### config.mk
export PLATFORM = sky130hd
export DESIGN_NAME = irq_entry_seq
export DESIGN_NICKNAME = d
export VERILOG_FILES = /design/src/rtl/irq_entry_pkg.sv /design/src/rtl/irq_ret_stack.sv /design/src/rtl/irq_entry_ctrl.sv /design/src/rtl/irq_entry_seq.sv
export SDC_FILE = /design/constraint.sdc
export NUM_CORES = 1
export LEC_CHECK = 0
export CORE_MARGIN = 4
export CORE_UTILIZATION = 45
export CTS_CLUSTER_DIAMETER = 150
export CTS_CLUSTER_SIZE = 25
export DETAILED_ROUTE_END_ITERATION = 16
export HOLD_SLACK_MARGIN = 0.05
export RECOVER_POWER = 50
export SKIP_LAST_GASP = 1
export SLEW_MARGIN = 20
export SYNTH_ARGS = -nofsm -noshare
export SYNTH_HDL_FRONTEND = slang
export SYNTH_SLANG_ARGS = --single-unit
### constraint.sdc
create_clock -name clk -period 8.43 [get_ports clk]
set_input_delay 1.2645 -clock clk [delete_from_list [all_inputs] [get_ports clk]]
set_output_delay 1.2645 -clock clk [all_outputs]
set_load 0.03 [all_outputs]
### src/rtl/irq_entry_pkg.sv
package irq_entry_pkg;
  // Offset bits carried by the vector byte (a signed field)
  localparam int VEC_BITS = 7;

  typedef enum logic [1:0] {
    ST_IDLE  = 2'd0,
    ST_ENTER = 2'd1,
    ST_ACK   = 2'd2
  } seq_state_e;
endpackage

### src/rtl/irq_ret_stack.sv
module irq_ret_stack #(
  parameter int AW    = 15,
  parameter int DEPTH = 8
) (
  input  logic          clk,
  input  logic          rst,
  input  logic          push_i,
  input  logic          pop_i,
  input  logic [AW-1:0] wdata_i,
  output logic [AW-1:0] top_o,
  output logic [$clog2(DEPTH)-1:0] ptr_o
);
  localparam int PW = $clog2(DEPTH);

  logic [AW-1:0] mem [DEPTH];
  logic [PW-1:0] ptr;
  logic [PW-1:0] ptr_dec;

  // DEPTH is a power of two, so the pointer wraps naturally
  assign ptr_dec = ptr - 1'b1;
  assign top_o   = mem[ptr_dec];
  assign ptr_o   = ptr;

  // Storage has no reset, so it can map to distributed RAM
  always_ff @(posedge clk) begin
    if (push_i) mem[ptr] <= wdata_i;
  end

  always_ff @(posedge clk) begin
    if (rst)         ptr <= '0;
    else if (push_i) ptr <= ptr + 1'b1;
    else if (pop_i)  ptr <= ptr_dec;
  end
endmodule

### src/rtl/irq_entry_ctrl.sv
module irq_entry_ctrl
  import irq_entry_pkg::*;
(
  input  logic clk,
  input  logic rst,
  input  logic boundary_i,
  input  logic irq_i,
  input  logic inh_wr_i,
  input  logic inh_val_i,
  input  logic ret_en_i,
  input  logic ret_plain_i,
  output logic push_o,
  output logic pop_o,
  output logic vec_take_o,
  output logic ack_o,
  output logic inhibit_o,
  output logic busy_o
);
  seq_state_e state;
  logic idle, ret_any, take;

  assign idle       = (state == ST_IDLE);
  assign ret_any    = ret_en_i | ret_plain_i;
  assign pop_o      = idle & ret_any;
  assign take       = idle & ~ret_any & ~inh_wr_i & boundary_i & irq_i & ~inhibit_o;
  assign push_o     = take;
  assign vec_take_o = (state == ST_ACK);
  assign busy_o     = ~idle;

  always_ff @(posedge clk) begin
    if (rst) begin
      state     <= ST_IDLE;
      ack_o     <= 1'b0;
      inhibit_o <= 1'b0;
    end else begin
      unique case (state)
        ST_IDLE: begin
          if (ret_any) begin
            if (ret_en_i) inhibit_o <= 1'b0;
          end else if (inh_wr_i) begin
            inhibit_o <= inh_val_i;
          end else if (take) begin
            inhibit_o <= 1'b1;
            state     <= ST_ENTER;
          end
        end
        ST_ENTER: begin
          ack_o <= 1'b1;
          state <= ST_ACK;
        end
        ST_ACK: begin
          ack_o <= 1'b0;
          state <= ST_IDLE;
        end
        default: state <= ST_IDLE;
      endcase
    end
  end
endmodule

### src/rtl/irq_entry_seq.sv
module irq_entry_seq
  import irq_entry_pkg::*;
#(
  parameter int AW    = 15,
  parameter int DW    = 8,
  parameter int DEPTH = 8
) (
  input  logic          clk,
  input  logic          rst,
  input  logic          boundary_i,
  input  logic          irq_i,
  input  logic          inh_wr_i,
  input  logic          inh_val_i,
  input  logic          ret_en_i,
  input  logic          ret_plain_i,
  input  logic [AW-1:0] cur_addr_i,
  input  logic [DW-1:0] bus_i,
  output logic          ack_o,
  output logic          inhibit_o,
  output logic          pc_load_o,
  output logic [AW-1:0] pc_o
);
  localparam int PW  = $clog2(DEPTH);
  localparam int EXT = AW - VEC_BITS;

  logic          push, pop, vec_take, seq_busy;
  logic [AW-1:0] stack_top;
  logic [PW-1:0] stack_ptr;
  logic [AW-1:0] vec_target;

  irq_entry_ctrl u_ctrl (
    .clk         (clk),
    .rst         (rst),
    .boundary_i  (boundary_i),
    .irq_i       (irq_i),
    .inh_wr_i    (inh_wr_i),
    .inh_val_i   (inh_val_i),
    .ret_en_i    (ret_en_i),
    .ret_plain_i (ret_plain_i),
    .push_o      (push),
    .pop_o       (pop),
    .vec_take_o  (vec_take),
    .ack_o       (ack_o),
    .inhibit_o   (inhibit_o),
    .busy_o      (seq_busy)
  );

  irq_ret_stack #(.AW(AW), .DEPTH(DEPTH)) u_stack (
    .clk     (clk),
    .rst     (rst),
    .push_i  (push),
    .pop_i   (pop),
    .wdata_i (cur_addr_i),
    .top_o   (stack_top),
    .ptr_o   (stack_ptr)
  );

  // Branch relative to zero: the offset sign-extends into the address
  assign vec_target = {{EXT{bus_i[VEC_BITS-1]}}, bus_i[VEC_BITS-1:0]};

  always_ff @(posedge clk) begin
    if (rst) begin
      pc_load_o <= 1'b0;
      pc_o      <= '0;
    end else begin
      pc_load_o <= vec_take | pop;
      if (vec_take)  pc_o <= vec_target;
      else if (pop)  pc_o <= stack_top;
    end
  end
endmodule

==> flow_summary.html <==
<table>
<tr><th>Metric</th><th>Value</th></tr>
<tr><th colspan="2">Worst setup path</th></tr>
<tr><td>Highest cell delay on the worst timing path</td><td>1890 ps</td></tr>
<tr><td>Maximum fanout encountered on the critical timing path</td><td>35</td></tr>
<tr><td>Critical Path AT</td><td>5590 ps</td></tr>
<tr><td>Startpoint kind of the worst setup timing path</td><td>flop</td></tr>
<tr><td>Series of cell instances along the critical path</td><td>clkbuf_1 -&gt; inv_1 -&gt; ha_1 -&gt; buf_4 -&gt; mux4_1 -&gt; mux2i_1 -&gt; a2111oi_2</td></tr>
<tr><td>Critical path class</td><td>reg2reg</td></tr>
<tr><td>Worst reg-to-reg setup slack</td><td>3090 ps</td></tr>
<tr><td>Data required time at the worst endpoint</td><td>8690 ps</td></tr>
<tr><td>Sort of element at the end of the critical path</td><td>flop</td></tr>
<tr><td>Critical path's slowest cell</td><td>sky130_fd_sc_hd__clkbuf_1</td></tr>
<tr><th colspan="2">Timing</th></tr>
<tr><td>Setup skew after layout</td><td>between 6 and 7 ps</td></tr>
<tr><td>Final number of max-transition violations</td><td>36</td></tr>
<tr><td>Number of hold violations in the final report</td><td>0</td></tr>
<tr><td>Number of setup violations in the final report</td><td>0</td></tr>
<tr><td>Final period utilization</td><td>63.3%</td></tr>
<tr><td>Worst relative slew slack</td><td>-78.4%</td></tr>
<tr><td>Crit path time final</td><td>5340 ps</td></tr>
<tr><td>Slew at the pin closest to its max-slew limit</td><td>2680 ps</td></tr>
<tr><td>RSZ-0062 raised after global routing</td><td>false</td></tr>
<tr><td>Achievable frequency</td><td>187 MHz</td></tr>
<tr><td>Setup TNS after final layout</td><td>0 ps</td></tr>
<tr><th colspan="2">Run status</th></tr>
<tr><td>Run status</td><td>finished, violations left</td></tr>
<tr><td>Failing checks</td><td>capacitance limit, slew limit</td></tr>
<tr><th colspan="2">Detailed routing</th></tr>
<tr><td>Iteration-0 DRC Markers</td><td>147</td></tr>
<tr><td>Average vias per placed instance</td><td>5.45</td></tr>
<tr><td>Total DRC errors in the routed layout</td><td>0</td></tr>
<tr><td>Total iterations of the first detailed-routing run</td><td>4</td></tr>
<tr><td>Remaining antenna violation count</td><td>0</td></tr>
<tr><td>Total number of vias</td><td>3109</td></tr>
<tr><td>Average wire length per cell after detail routing</td><td>20.1 µm</td></tr>
<tr><td>WL final</td><td>roughly 11 mm</td></tr>
<tr><th colspan="2">Global routing</th></tr>
<tr><td>Total routing usage reported by global routing</td><td>16.8%</td></tr>
<tr><td>First-pass GRT wire length</td><td>17.9 mm</td></tr>
<tr><td>Largest net degree at the start of global routing</td><td>36</td></tr>
<tr><td>Residual overflow from global routing</td><td>0</td></tr>
<tr><td>Number of global-route vias before repair</td><td>3164</td></tr>
<tr><td>Initial antenna violation count</td><td>0</td></tr>
<tr><th colspan="2">Pwr</th></tr>
<tr><td>Cell leakage power</td><td>2.38 nW</td></tr>
<tr><td>Internal power summed over all cells</td><td>approximately 1.6 mW</td></tr>
<tr><td>Switching portion of total power</td><td>between 30% and 40%</td></tr>
<tr><td>Peak ir drop on the vdd network</td><td>0.000161 V</td></tr>
<tr><td>Switching power total</td><td>between 700 and 800 µW</td></tr>
<tr><td>Portion of total power attributed to combinational logic</td><td>30.7%</td></tr>
<tr><td>Power density over cell area</td><td>336 nW/µm²</td></tr>
<tr><td>Clock group share of total power</td><td>33.3%</td></tr>
<tr><td>Sequential share of power</td><td>36.0%</td></tr>
<tr><th colspan="2">CTS</th></tr>
<tr><td>Post-CTS Resized</td><td>0</td></tr>
<tr><td>Total CTS buffers</td><td>17</td></tr>
<tr><td>Longest Clk Path Bufs</td><td>2</td></tr>
<tr><td>Number of hold-repair buffers added at the cts stage</td><td>0</td></tr>
<tr><td>H-Tree Depth</td><td>4</td></tr>
<tr><td>Clock tree from TritonCTS</td><td>done</td></tr>
<tr><td>Insertion delay to the later sink of the worst-skew pair</td><td>410 ps</td></tr>
<tr><td>Post CTS Setup Buffer Count</td><td>0</td></tr>
<tr><td>Clock Sinks</td><td>143</td></tr>
<tr><td>Root Buffer</td><td>sky130_fd_sc_hd__clkbuf_16</td></tr>
<tr><td>CTS clk-pin slew, worst paths</td><td>60 ps</td></tr>
<tr><th colspan="2">Yosys</th></tr>
<tr><td>Area fraction of the dominant cell type after synthesis</td><td>62.5%</td></tr>
<tr><td>Async S/R FF share, synth</td><td>0%</td></tr>
<tr><td>Synthesis-stage register bit count</td><td>roughly 140</td></tr>
<tr><td>Post-synthesis compound-gate area fraction</td><td>5.38%</td></tr>
<tr><td>Cell taking the most area after synthesis</td><td>sky130_fd_sc_hd__edfxtp_1</td></tr>
<tr><td>Dominant combinational cell family by area after synthesis</td><td>multiplexers</td></tr>
<tr><td>Area share of and/or/nand/nor cells after synthesis</td><td>5.64%</td></tr>
<tr><td>Leading post-synthesis cells by instance count</td><td>sky130_fd_sc_hd__edfxtp_1 (120), sky130_fd_sc_hd__dfxtp_1 (23), sky130_fd_sc_hd__mux2i_1 (22), sky130_fd_sc_hd__nand2_1 (18)</td></tr>
<tr><td>Synthesized cell area</td><td>5760 µm²</td></tr>
<tr><td>Number of flops mapped to enable cells by yosys</td><td>120</td></tr>
<tr><td>Most used flip-flop cell after synthesis</td><td>sky130_fd_sc_hd__edfxtp_1</td></tr>
<tr><td>Most numerous cell in the Yosys netlist</td><td>sky130_fd_sc_hd__edfxtp_1</td></tr>
<tr><td>Cell count after synthesis</td><td>330</td></tr>
<tr><td>Count of unique library cells instantiated by Yosys</td><td>42</td></tr>
<tr><td>Parity-gate share of the synthesized area counting xor and xnor cells</td><td>less than 1%</td></tr>
<tr><td>Synth top area cells</td><td>sky130_fd_sc_hd__edfxtp_1 (63%), sky130_fd_sc_hd__dfxtp_1 (8.0%), sky130_fd_sc_hd__mux4_2 (5.1%), sky130_fd_sc_hd__mux4_1 (4.1%), sky130_fd_sc_hd__mux2i_1 (3.8%)</td></tr>
<tr><td>Mean area per synthesized cell</td><td>17.5 µm²</td></tr>
<tr><td>Post-synth net total</td><td>about 370</td></tr>
<tr><td>Synth warnings</td><td>0</td></tr>
<tr><td>Proportion of synthesized chip area in sequential cells</td><td>~71%</td></tr>
<tr><td>Adder and majority cell fraction of the synthesized area</td><td>1.30%</td></tr>
<tr><td>Share of cell area taken by muxes after synthesis</td><td>between 10% and 20%</td></tr>
<tr><th colspan="2">Cells and area</th></tr>
<tr><td>Filler-free cell count of the finished design</td><td>570</td></tr>
<tr><td>Layout fillers</td><td>between 900 and 1000</td></tr>
<tr><td>Proportion of layout cells with a drive suffix above 1</td><td>between 10% and 20%</td></tr>
<tr><td>Layout area overhead</td><td>22.2%</td></tr>
<tr><td>ANT cells</td><td>0</td></tr>
<tr><td>Total number of nets in the final design</td><td>approximately 420</td></tr>
<tr><th colspan="2">Die</th></tr>
<tr><td>Chip Height</td><td>roughly 120 µm</td></tr>
<tr><td>Initial core utilization</td><td>45.9%</td></tr>
<tr><td>Die ar.</td><td>between 10000 and 15000 µm²</td></tr>
<tr><td>Chip width</td><td>121 µm</td></tr>
<tr><td>Core region area</td><td>about 13000 µm²</td></tr>
<tr><td>Site row count</td><td>41</td></tr>
<tr><td>Ports</td><td>49</td></tr>
<tr><th colspan="2">Run</th></tr>
<tr><td>Max-capacitance violation count</td><td>1</td></tr>
<tr><th colspan="2">Placement</th></tr>
<tr><td>Total of buffers placed on input and output ports</td><td>47</td></tr>
<tr><td>Placed Cells incl. Taps</td><td>between 500 and 600</td></tr>
<tr><td>Routability congestion estimate from global placement</td><td>0.755</td></tr>
<tr><td>HPWL after detailed placement</td><td>6.98 mm</td></tr>
<tr><th colspan="2">Worst hold path</th></tr>
<tr><td>Hold crit path type</td><td>reg2reg</td></tr>
</table>
-- cell type report --
type / count / area [µm²] / share of cell area [%]
Sequential cell: 143 / 4070 / 57.7
Clock inverter: 12 / 193 / 2.74
Inverter: 5 / 18.8 / 0.267
Multi-Input combinational cell: 164 / 1590 / 22.6
Clock buffer: 19 / 433 / 6.15
Tap cell: 172 / 215 / 3.06
Timing Repair Buffer: 55 / 527 / 7.48
-- power groups by stage --
| stage | Clock (mW) | Sequential (mW) | Combinational, mW |
|---|---|---|---|
| after global placement | 0 | 0.864 | 0.730 |
| final | 0.787 | 0.851 | 0.726 |
| after CTS | 0.803 | 0.851 | 0.740 |
| after detailed placement | 0 | 0.865 | 0.737 |
| after floorplan | 0 | 0.913 | 0.491 |
| after global routing | 0.831 | 0.856 | 0.783 |
-- layer usage --
| layer | track usage (%) | part of all wire [%] | vias up |
|---|---|---|---|
| met4 | 6.65 | 1.6 | 0 |
| met3 | 4.10 | 3.8 | 16 |
| met2 | 27.2 | 50 | 69 |
| met1 | 21.8 | 45 | 1586 |
| met5 | 0 | 0 | - |
| li1 | - | - | 1438 |
-- final timing paths --
path | depth (start not counted) | start | endpoint
max | 7 | u_stack.ptr_o[0]$_SDFFE_PP0P_ | pc_o[4]$_SDFFE_PP0P_
min | 2 | u_ctrl.ack_o$_SDFFE_PP0P_ | u_ctrl.ack_o$_SDFFE_PP0P_
max reg2reg | 7 | u_stack.ptr_o[0]$_SDFFE_PP0P_ | pc_o[4]$_SDFFE_PP0P_
min reg2reg | 2 | u_ctrl.ack_o$_SDFFE_PP0P_ | u_ctrl.ack_o$_SDFFE_PP0P_
-- placed cells by master, fill, tap and decap left out, types with 11 or more instances in the layout --
cell and n:
sky130_fd_sc_hd__clkbuf_16 17, sky130_fd_sc_hd__clkdlybuf4s50_1 17, sky130_fd_sc_hd__dfxtp_1 22, sky130_fd_sc_hd__dlygate4sd3_1 30, sky130_fd_sc_hd__edfxtp_1 120, sky130_fd_sc_hd__mux2i_1 22
sky130_fd_sc_hd__mux4_2 13, sky130_fd_sc_hd__nand2_1 18, sky130_fd_sc_hd__nor2_1 15, sky130_fd_sc_hd__nor3_1 11
-- state kept, by name, indices dropped and copies added, names as in the netlist --
name	count
u_ctrl.ack_o	1
pc_load_o	1
u_ctrl.state	2
u_ctrl.inhibit_o	1
u_stack.ptr_o	3
u_stack.mem	120
pc_o	15
-- cell families (layout without fill, tap and decap cells) --
family / count (synthesis) / count (layout)
AOI/OAI and AO/OA: 44 / 44
xor gates and xnor gates: 3 / 3
adders and majority gates: 6 / 6
buffers and inverters: 23 / 91
DFF: 143 / 143
muxes: 45 / 45
and+or+nand+nor: 66 / 66
-- worst max-delay path, delay by kind of cell (launching register included) --
kind / cells / cell delay, ps
flops: 1 / 310
buf+inv: 3 / 2970
fa+ha+maj: 1 / 1010
mux: 2 / 740
compound gates: 1 / 130
-- through the flow --
| step | hold slack [ps] | utilization, % | power, mW | worst slack, ps | instance area (µm²) |
|---|---|---|---|---|---|
| final | 488 | 56.0 | 2.36 | 3090 | 7040 |
| after global routing | 519 | 56.0 | 2.47 | 2640 | 7040 |
| after CTS | 495 | 56.0 | 2.39 | 4820 | 7040 |
| after detailed placement | 487 | 51.0 | 1.60 | 4400 | 6410 |
| after global placement | 478 | 51.0 | 1.59 | 4420 | 6410 |
| after floorplan | 487 | - | 1.40 | 4760 | 5760 |
(Power assumes the default switching activity.)
